<file path="src/rtl/memmap_pkg.sv">
package memmap_pkg;

    localparam int unsigned NUM_TGT = 8;

    typedef enum logic [1:0] {
        SZ_BYTE = 2'd0,
        SZ_HALF = 2'd1,
        SZ_WORD = 2'd2,
        SZ_RSVD = 2'd3
    } size_e;

    // Values 0..7 equal the bit index of the wide-target select.
    typedef enum logic [3:0] {
        RG_BOOT  = 4'd0,
        RG_WRAM0 = 4'd1,
        RG_WRAM1 = 4'd2,
        RG_IO    = 4'd3,
        RG_PAL   = 4'd4,
        RG_VRAM  = 4'd5,
        RG_OAM   = 4'd6,
        RG_CART  = 4'd7,
        RG_BKP   = 4'd8,
        RG_NONE  = 4'd9
    } region_e;

    typedef enum logic {
        ST_IDLE  = 1'b0,
        ST_RDATA = 1'b1
    } rsp_state_e;

endpackage

</file>
<file path="src/rtl/memmap_decode.sv">
module memmap_decode
    import memmap_pkg::*;
#(
    parameter int unsigned PAGE_W = 8
) (
    input  logic [PAGE_W-1:0] page_i,
    output region_e           region_o
);

    always_comb begin
        unique case (page_i) inside
            PAGE_W'(8'h00):                 region_o = RG_BOOT;
            PAGE_W'(8'h02):                 region_o = RG_WRAM0;
            PAGE_W'(8'h03):                 region_o = RG_WRAM1;
            PAGE_W'(8'h04):                 region_o = RG_IO;
            PAGE_W'(8'h05):                 region_o = RG_PAL;
            PAGE_W'(8'h06):                 region_o = RG_VRAM;
            PAGE_W'(8'h07):                 region_o = RG_OAM;
            [PAGE_W'(8'h08):PAGE_W'(8'h0D)]: region_o = RG_CART;
            [PAGE_W'(8'h0E):PAGE_W'(8'h0F)]: region_o = RG_BKP;
            default:                        region_o = RG_NONE;
        endcase
    end

endmodule

</file>
<file path="src/rtl/memmap_policy.sv">
module memmap_policy
    import memmap_pkg::*;
(
    input  logic               valid_i,
    input  logic               write_i,
    input  size_e              size_i,
    input  region_e            region_i,
    output logic [NUM_TGT-1:0] tgt_sel_o,
    output logic               bkp_sel_o,
    output logic               err_o,
    output logic               undef_o
);

    logic accept;
    logic refuse;

    always_comb begin
        accept = 1'b0;
        refuse = 1'b0;
        if (!write_i) begin
            accept = (region_i != RG_NONE);
            refuse = (region_i == RG_NONE);
        end else begin
            unique case (region_i)
                RG_WRAM0, RG_WRAM1, RG_IO, RG_BKP: accept = 1'b1;
                RG_PAL, RG_VRAM, RG_OAM: begin
                    accept = (size_i != SZ_BYTE);
                    refuse = (size_i == SZ_BYTE);
                end
                RG_CART: accept = 1'b0;
                RG_BOOT, RG_NONE: refuse = 1'b1;
                default: refuse = 1'b1;
            endcase
        end
    end

    for (genvar g = 0; g < NUM_TGT; g++) begin : g_sel
        assign tgt_sel_o[g] = valid_i && accept && (region_i == region_e'(g));
    end

    assign bkp_sel_o = valid_i && accept && (region_i == RG_BKP);
    assign err_o     = valid_i && refuse;
    assign undef_o   = valid_i && (region_i == RG_NONE);

endmodule

</file>
<file path="src/rtl/memmap_lane.sv">
module memmap_lane
    import memmap_pkg::*;
#(
    parameter int unsigned ADDR_W = 32,
    parameter int unsigned DATA_W = 32
) (
    input  logic [ADDR_W-1:0] addr_i,
    input  size_e             size_i,
    input  logic [DATA_W-1:0] wdata_i,
    output logic [ADDR_W-1:0] tgt_addr_o,
    output logic [7:0]        bkp_wbyte_o
);

    localparam int unsigned LANES = DATA_W / 8;
    localparam int unsigned LSB_W = $clog2(LANES);

    logic [LSB_W-1:0] lane;

    always_comb begin
        unique case (size_i)
            SZ_BYTE: begin
                tgt_addr_o = addr_i;
                lane       = '0;
            end
            SZ_HALF: begin
                tgt_addr_o = {addr_i[ADDR_W-1:1], 1'b0};
                lane       = LSB_W'(addr_i[0]);
            end
            default: begin
                tgt_addr_o = {addr_i[ADDR_W-1:LSB_W], {LSB_W{1'b0}}};
                lane       = addr_i[LSB_W-1:0];
            end
        endcase
    end

    assign bkp_wbyte_o = wdata_i[{lane, 3'b000} +: 8];

endmodule

</file>
<file path="src/rtl/memmap_resp.sv">
module memmap_resp
    import memmap_pkg::*;
#(
    parameter int unsigned DATA_W = 32
) (
    input  logic                      clk_i,
    input  logic                      rst_i,
    input  logic                      rd_fire_i,
    input  logic                      err_i,
    input  logic                      undef_i,
    input  region_e                   region_i,
    input  size_e                     size_i,
    input  logic [NUM_TGT*DATA_W-1:0] tgt_rdata_i,
    input  logic [7:0]                bkp_rdata_i,
    output logic                      rsp_valid_o,
    output logic [DATA_W-1:0]         rsp_rdata_o,
    output logic                      err_o,
    output logic                      undef_o
);

    localparam int unsigned LANES = DATA_W / 8;

    rsp_state_e        state_q;
    rsp_state_e        state_d;
    logic [DATA_W-1:0] picked;
    logic [DATA_W-1:0] shaped;
    logic [DATA_W-1:0] rdata_q;
    logic              err_q;
    logic              undef_q;

    always_comb begin
        picked = '0;
        for (int i = 0; i < NUM_TGT; i++) begin
            if (region_i == region_e'(i[3:0])) begin
                picked = tgt_rdata_i[i*DATA_W +: DATA_W];
            end
        end
    end

    always_comb begin
        if (region_i == RG_NONE) begin
            shaped = '0;
        end else if (region_i == RG_BKP) begin
            unique case (size_i)
                SZ_BYTE: shaped = DATA_W'(bkp_rdata_i);
                SZ_HALF: shaped = DATA_W'({bkp_rdata_i, bkp_rdata_i});
                default: shaped = {LANES{bkp_rdata_i}};
            endcase
        end else begin
            unique case (size_i)
                SZ_BYTE: shaped = picked & DATA_W'(8'hFF);
                SZ_HALF: shaped = picked & DATA_W'(16'hFFFF);
                default: shaped = picked;
            endcase
        end
    end

    // Next-state logic: T_RD_ISSUE, T_RD_CHAIN, T_DRAIN, T_HOLD.
    always_comb begin
        unique case (state_q)
            ST_IDLE:  state_d = rd_fire_i ? ST_RDATA : ST_IDLE;
            ST_RDATA: state_d = rd_fire_i ? ST_RDATA : ST_IDLE;
            default:  state_d = ST_IDLE;
        endcase
    end

    always_ff @(posedge clk_i) begin
        if (rst_i) begin
            state_q <= ST_IDLE;
        end else begin
            state_q <= state_d;
        end
    end

    always_ff @(posedge clk_i) begin
        if (rst_i) begin
            rdata_q <= '0;
            err_q   <= 1'b0;
            undef_q <= 1'b0;
        end else begin
            if (rd_fire_i) begin
                rdata_q <= shaped;
            end
            err_q   <= err_i;
            undef_q <= undef_i;
        end
    end

    assign rsp_valid_o = (state_q == ST_RDATA);
    assign rsp_rdata_o = rdata_q;
    assign err_o       = err_q;
    assign undef_o     = undef_q;

endmodule

</file>
<file path="src/rtl/memmap_router.sv">
module memmap_router
    import memmap_pkg::*;
#(
    parameter int unsigned ADDR_W = 32,
    parameter int unsigned DATA_W = 32,
    parameter int unsigned PAGE_W = 8
) (
    input  logic                      clk_i,
    input  logic                      rst_i,
    input  logic                      req_valid_i,
    input  logic                      req_write_i,
    input  logic [1:0]                req_size_i,
    input  logic [ADDR_W-1:0]         req_addr_i,
    input  logic [DATA_W-1:0]         req_wdata_i,
    output logic                      rsp_valid_o,
    output logic [DATA_W-1:0]         rsp_rdata_o,
    output logic                      err_o,
    output logic                      undef_o,
    output logic [NUM_TGT-1:0]        tgt_sel_o,
    output logic                      tgt_we_o,
    output logic [1:0]                tgt_size_o,
    output logic [ADDR_W-1:0]         tgt_addr_o,
    output logic [DATA_W-1:0]         tgt_wdata_o,
    input  logic [NUM_TGT*DATA_W-1:0] tgt_rdata_i,
    output logic                      bkp_sel_o,
    output logic                      bkp_we_o,
    output logic [ADDR_W-1:0]         bkp_addr_o,
    output logic [7:0]                bkp_wdata_o,
    input  logic [7:0]                bkp_rdata_i
);

    size_e   size;
    region_e region;
    logic    err_now;
    logic    undef_now;

    assign size = size_e'(req_size_i);

    memmap_decode #(.PAGE_W(PAGE_W)) u_decode (
        .page_i   (req_addr_i[ADDR_W-1 -: PAGE_W]),
        .region_o (region)
    );

    memmap_policy u_policy (
        .valid_i   (req_valid_i),
        .write_i   (req_write_i),
        .size_i    (size),
        .region_i  (region),
        .tgt_sel_o (tgt_sel_o),
        .bkp_sel_o (bkp_sel_o),
        .err_o     (err_now),
        .undef_o   (undef_now)
    );

    memmap_lane #(.ADDR_W(ADDR_W), .DATA_W(DATA_W)) u_lane (
        .addr_i      (req_addr_i),
        .size_i      (size),
        .wdata_i     (req_wdata_i),
        .tgt_addr_o  (tgt_addr_o),
        .bkp_wbyte_o (bkp_wdata_o)
    );

    memmap_resp #(.DATA_W(DATA_W)) u_resp (
        .clk_i       (clk_i),
        .rst_i       (rst_i),
        .rd_fire_i   (req_valid_i && !req_write_i),
        .err_i       (err_now),
        .undef_i     (undef_now),
        .region_i    (region),
        .size_i      (size),
        .tgt_rdata_i (tgt_rdata_i),
        .bkp_rdata_i (bkp_rdata_i),
        .rsp_valid_o (rsp_valid_o),
        .rsp_rdata_o (rsp_rdata_o),
        .err_o       (err_o),
        .undef_o     (undef_o)
    );

    assign tgt_we_o    = req_write_i;
    assign tgt_size_o  = req_size_i;
    assign tgt_wdata_o = req_wdata_i;
    assign bkp_we_o    = req_write_i;
    assign bkp_addr_o  = req_addr_i;

endmodule

</file>
<file path="config.mk">
export PLATFORM = sky130hd
export DESIGN_NAME = memmap_router
export DESIGN_NICKNAME = d
export VERILOG_FILES = /design/src/rtl/memmap_pkg.sv /design/src/rtl/memmap_decode.sv /design/src/rtl/memmap_policy.sv /design/src/rtl/memmap_lane.sv /design/src/rtl/memmap_resp.sv /design/src/rtl/memmap_router.sv
export SDC_FILE = /design/constraint.sdc
export NUM_CORES = 1
export LEC_CHECK = 0
export CAP_MARGIN = 10
export CELL_PAD_IN_SITES_DETAIL_PLACEMENT = 1
export CELL_PAD_IN_SITES_GLOBAL_PLACEMENT = 2
export CORE_AREA = 3 3 192 194
export DETAILED_ROUTE_END_ITERATION = 8
export DIE_AREA = 0 0 195 197
export HOLD_SLACK_MARGIN = 0.05
export PLACE_DENSITY_LB_ADDON = 0.1
export SYNTH_ARGS = -nofsm -noshare
export SYNTH_HDL_FRONTEND = slang
export SYNTH_HIERARCHICAL = 1
export SYNTH_SLANG_ARGS = --single-unit
export TNS_END_PERCENT = 5
</file>
<file path="constraint.sdc">
create_clock -name clk_i -period 4.3 [get_ports clk_i]
set_clock_uncertainty 0.15 [all_clocks]
set_input_delay 0.86 -clock clk_i [delete_from_list [all_inputs] [get_ports clk_i]]
set_output_delay 0.86 -clock clk_i [all_outputs]
set_load 0.01 [all_outputs]
</file>
== Word level (Yosys, flattened, before mapping) ==
Cells that the tools add are included.
W data, S select, Z words.

* Register bits after elaboration: 35
* Input port bits: 334
* Output and inout port bits: 152
* Word-level logic and storage cells: 69

* Magnitude comparators: 4
* Equal/unequal tests: 17
* Shifts and indexed selects: 1
* Multiplexer cells: 20
* Reduce and logical (&&, ||, !) cells: 23

{| class="wikitable"
|+ Operators by type and width
! kind !! count
|-
| $mux W32 || 10
|-
| $pmux W32 S2 || 2
|-
| $pmux W4 S9 || 1
|-
| $eq A8 B3 Y1 const B || 4
|-
| $shiftx A32 B6 Y8 || 1
|-
| $eq A4 B3 Y1 const B || 4
|-
| $eq A8 B2 Y1 const B || 2
|-
| $ge A8 B4 Y1 const B || 2
|-
| $le A8 B4 Y1 const B || 2
|-
| $logic_and A1 B1 Y1 || 15
|-
| $eq A4 B2 Y1 const B || 2
|-
| $eq A4 B4 Y1 const B || 2
|-
| $logic_not A8 Y1 || 1
|-
| $pmux W2 S2 || 2
|-
| $reduce_or A5 Y1 || 1
|-
| $eq A4 B1 Y1 const B || 1
|-
| $logic_not A4 Y1 || 1
|-
| $ne A4 B4 Y1 const B || 1
|-
| $pmux W1 S2 || 2
|-
| $reduce_or A4 Y1 || 1
|-
| $mux W1 || 3
|-
| $reduce_or A3 Y1 || 1
|-
| $eq A2 B1 Y1 const B || 1
|-
| $logic_not A2 Y1 || 1
|-
| 2 further kinds || 2
|}

== Longest topological paths before layout ==
* Depth after elaboration: 15
* Depth in mapped cells: 11
* Gate-level depth less buffers: 8

== Modules after synthesis ==
The synthesis kept the hierarchy.

{| class="wikitable"
|+ Modules (own cells, without submodules)
! module !! times used !! cells an instance !! area each (um2) !! sequential area each (um2)
|-
| memmap_resp || 1 || 507 || 3871.2 || 700.7
|-
| memmap_lane || 1 || 70 || 535.5 || 0.0
|-
| memmap_router || 1 || 69 || 524.3 || 0.0
|-
| memmap_policy || 1 || 32 || 234.0 || 0.0
|-
| memmap_decode || 1 || 16 || 112.6 || 0.0
|}

== Worst setup path after synthesis ==
OpenSTA, ideal clock, no wires.

* Path type: input to output
* Start: input port req_addr_i[27]
* End: output port bkp_sel_o
* Data arrival time: 2337 ps
* Data required time: 3290 ps
* Setup slack: 953 ps
* Stages on the path: 4
* Buffers on the path: 0
* Path through: nand2b_1 -> o311ai_0 -> nand3_1 -> nor3_1

* Cells in the longest elaborated chain, start to end: 9
* Elaborated cells between the ends (all ways): 28
* Those cells by class: order compare: 4; eq/ne: 14; mux: 3; reduce/logical: 7

{| class="wikitable"
|+ RTL lines
! item !! RTL line !! text
|-
| start: declaration || memmap_router.sv:13 || <nowiki>input logic [ADDR_W-1:0] req_addr_i,</nowiki>
|-
| $ge A8 B4 Y1 (no line) / $le A8 B4 Y1 (equally long branches) || -- ||
|-
| $logic_and A1 B1 Y1 (no line) || -- ||
|-
| $pmux W4 S9 (*) || memmap_decode.sv:11 || <nowiki>unique case (page_i) inside</nowiki>
|-
| named net region[3] || memmap_router.sv:33 || <nowiki>region_e region;</nowiki>
|-
| $eq A4 B4 Y1, or another cell as far along || memmap_policy.sv:24, memmap_policy.sv:41 ||
|-
| $reduce_or A4 Y1 / $reduce_or A3 Y1 (equally long branches) || -- ||
|-
| $pmux W1 S2 || memmap_policy.sv:24 || <nowiki>unique case (region_i)</nowiki>
|-
| $mux W1 || memmap_policy.sv:20 || <nowiki>if (!write_i) begin</nowiki>
|-
| $logic_and A1 B1 Y1 || memmap_policy.sv:41 || <nowiki>assign bkp_sel_o = valid_i && accept && (region_i == RG_BKP);</nowiki>
|-
| $logic_and A1 B1 Y1 (*) || memmap_policy.sv:41 ||
|-
| end: declaration || memmap_router.sv:25 || <nowiki>output logic bkp_sel_o,</nowiki>
|}

The timed path passes the listed nets; every way through them passes the cells marked *.

== Worst setup path in the final report ==
* Start: input port req_addr_i[27]
* End: output port tgt_sel_o[6]

* Cells in the longest elaborated chain, start to end: 9
* Elaborated cells between the ends (all ways): 28
* Those cells by class: order compare: 4; eq/ne: 14; mux: 3; reduce/logical: 7

{| class="wikitable"
|+ RTL lines
! item !! RTL line !! text
|-
| $ge A8 B4 Y1 (no line) / $le A8 B4 Y1 (equally long branches) || -- ||
|-
| $logic_and A1 B1 Y1 (no line) || -- ||
|-
| $pmux W4 S9 (*) || memmap_decode.sv:11 ||
|-
| named net region[1] || memmap_router.sv:33 ||
|-
| $eq A4 B4 Y1, or another cell as far along || memmap_policy.sv:24 ||
|-
| $reduce_or A4 Y1 / $reduce_or A3 Y1 (equally long branches) || -- ||
|-
| $pmux W1 S2 || memmap_policy.sv:24 ||
|-
| $mux W1 || memmap_policy.sv:20 ||
|-
| $logic_and A1 B1 Y1 || memmap_policy.sv:38 || <nowiki>assign tgt_sel_o[g] = valid_i && accept && (region_i == region_e'(g));</nowiki>
|-
| $logic_and A1 B1 Y1 (*) || memmap_policy.sv:38 ||
|-
| end: declaration || memmap_router.sv:19 || <nowiki>output logic [NUM_TGT-1:0] tgt_sel_o,</nowiki>
|}

Marks and branches as above.

==> results.toml <==
[global_route]
top_usage_layer = "met2"
track_usage = 0.169
grt_max_degree = 41
grt_overflow = 0
grt_use_met2 = 0.306
met1_usage = 0.202
met3_usage = 0.0429
antenna_found_initial = 7
grt_pass1_wl_um = 48700
grt_pass1_vias = 7043

[worst_setup_path]
ff2ff_setup_slack_ns = 3.22
startpoint = "req_addr_i[27]"
r2r-end = "u_resp/rsp_rdata_o[3]"
crit_required_ns = 3.29
rr_startpoint = "u_resp/rsp_rdata_o[3]"
crit_path_max_fanout = 20
path_cells = "clkdlybuf4s50_1, a21boi_0, a311oi_1, buf_4, nor2b_4, buf_4, and3b_1, clkdlybuf4s50_1"
reg2regPathDepth = 2
crit_slowest_cell = "clkdlybuf4s50_1"
cp.arrival_ns = 3.22
path_class = "primary input to output port"
cp-end-kind = "output port"
crit_path_start_kind = "primary input"
max_stage_delay_ns = 0.59

[power]
p_leak_nw = 3.56
ir_drop_mv = 0.106
powerDensity_nw_per_um2 = 148

[logic_synthesis]
synth_seq_cells = 35
yosysMostFrequentCell = "buf_4"
yosysSeqAreaShare = 0.133
synth.top_cell.area_share = 0.149
synth_area_leader_cell = "buf_4"
ys.flop_type = "dfxtp_1"
netlist_top_cells_area = "buf_4 (15%), dfxtp_1 (13%), mux2i_1 (11%), a21oi_1 (6.3%), o21ai_0 (5.1%)"
ys_types = 75
async_flop_share = 0
ys_top_cells_by_count = "buf_4 (105), a21oi_1 (66), nand2_1 (60)"
syn_area_per_cell_um2 = 7.60
yosysWarningCount = 6
synth-edff-count = 0
synth_cells = 694
syn-num-nets = 1028
synth.cell_area_um2 = 5280

[place]
io_buffers = 419
dp_hpwl_um = 29100
gp_congestion = 0.757

[clocking]
clk_pin_slew_worst_paths_ns = 0.06
cts_buffer_depth = 2
tritoncts = "yes"
cts_hold_buf = 0
cts_root_buffer = "clkbuf_16"
h-tree-depth = 2
cts_sinks = 35
clk-insertion-delay-late_ns = 0.29
cts_buffers = 5

[die]
die_area_um2 = 38400
fp-row-count = 69
die_w_um = 195
core_um2 = 35400
io_pins = 486
start_util = 0.149
chipHeight_um = 197

[route]
ant_nets = 0
vias = 6577
drtIter0Drc = 197
wl_per_cell_um = 23.2
wl_um = 34500
drt-vias-per-instance = 4.43
drt-pass1-iter-count = 4
route.detailed.drc = 0

[sta]
worst_pin_slew_ns = 0.747
finalCriticalPeriod_ns = 4.23
period_share = 0.983
fmax_mhz = 236
whs_ns = 0.313
rsz0062_at_grt = "true"
hold_violations = 0
relSlewSlack = 0.500
setup_viol = 0
setup_tns_ns = 0
maxSlewViolCount = 0

[worst_hold_path]
holdPathEnd = "u_resp/rsp_rdata_o[14]"
hold_path_depth = 2
hold_path.class = "flip-flop to flip-flop"
hold_start = "u_resp/rsp_rdata_o[14]"

[run]
cap_violations = 0

[finish]
nNetsFinal = 1350
layout-drive-gt1-share = 0.112
area_delta_synth_final_pct = 81.0

[outcome]
run_status = "complete, no violations"
## flip-flops by register name, indices dropped and copies added, names as in the netlist
signal	flops
u_resp/rsp_valid_o	1
u_resp/err_o	1
u_resp/undef_o	1
u_resp/rsp_rdata_o	32
## layout make-up
| class | instances | area [um^2] |
|---|---|---|
| timing repair buffer | 468 | 4580 |
| multi-input combinational | 497 | 3470 |
| inverter | 9 | 33.8 |
| fill | 4209 | 25800 |
| tap | 461 | 577 |
| clock inverter | 2 | 38.8 |
| clock buffer | 6 | 139 |
| sequential | 35 | 701 |
| antenna | 6 | 15.0 |
## worst max path at each step
stage                                        end  depth (start not counted)  slack (ns)
after CTS                           tgt_sel_o[0]                          8        0.02
after global placement    u_resp/rsp_rdata_o[15]                         10       -0.06
after detailed placement  u_resp/rsp_rdata_o[15]                         10       -0.17
final                               tgt_sel_o[6]                          8        0.07
after floorplan                        bkp_sel_o                          4        0.95
after global routing                tgt_sel_o[5]                          9       -0.07
## cell families after synthesis
kind of cell / synth area share
simple gates: 0.165
flops: 0.133
mux: 0.149
buf+inv: 0.217
compound gates: 0.336
## worst max-delay path: cells and delay by family
family	cells	cell delay, ns
buf+inv	4	1.64
simple gates	2	0.42
compound gates	2	0.30
## placed cells by master (no fill, tap or decap), drive strengths merged, types with 10 or more instances in the layout
| cell type | Yosys | routed |
|---|---|---|
| clkdlybuf4s50 | 0 | 417 |
| a21oi | 69 | 69 |
| nand2 | 61 | 61 |
| o21ai | 59 | 59 |
| mux2i | 56 | 56 |
| buf | 139 | 49 |
| dfxtp | 35 | 35 |
| nor2 | 28 | 28 |
| o22ai | 25 | 25 |
| a22oi | 23 | 23 |
| mux2 | 20 | 20 |
| o221ai | 15 | 15 |
| nor2b | 12 | 12 |
| nand3 | 11 | 11 |
| a221oi | 10 | 10 |
| inv | 9 | 10 |
## what timing repair did
| action | in CTS | in global routing |
|---|---|---|
| pin swaps | 1 | 1 |
| endpoints found under the setup margin | 1 | 8 |
| resized for setup | 0 | 3 |
| setup buffers | 1 | 0 |
## report_power, final
| group | internal (W) | total, W | switching [W] | leakage, nW |
|---|---|---|---|---|
| Combinational | 0.000397 | 0.000622 | 0.000225 | 3.19 |
| Clock | 0.000292 | 0.000464 | 0.000171 | 0.0875 |
| Sequential | 0.000326 | 0.000327 | 0.000000620 | 0.282 |
## per-layer routing
layer  vias to the layer above  share of wire
met5                         -         0.0010
met4                         6          0.012
met3                        41          0.066
met2                       249           0.51
met1                      3128           0.41
li1                       3153              -
## through the flow
step / std cells / cell area, um^2 / power, W / setup WS, ns / utilization
global placement: 1469 / 9340 / 0.000965 / -0.0569 / 0.264
CTS: 1478 / 9530 / 0.00144 / 0.0219 / 0.269
global route: 1482 / 9550 / 0.00149 / -0.0693 / 0.270
finish: 1484 / 9550 / 0.00141 / 0.0712 / 0.270
detailed placement: 1469 / 9340 / 0.000965 / -0.173 / 0.264
floorplan: 694 / 5280 / 0.000586 / 0.953 / -
No activity file was read; power rests on OpenSTA's default activity.
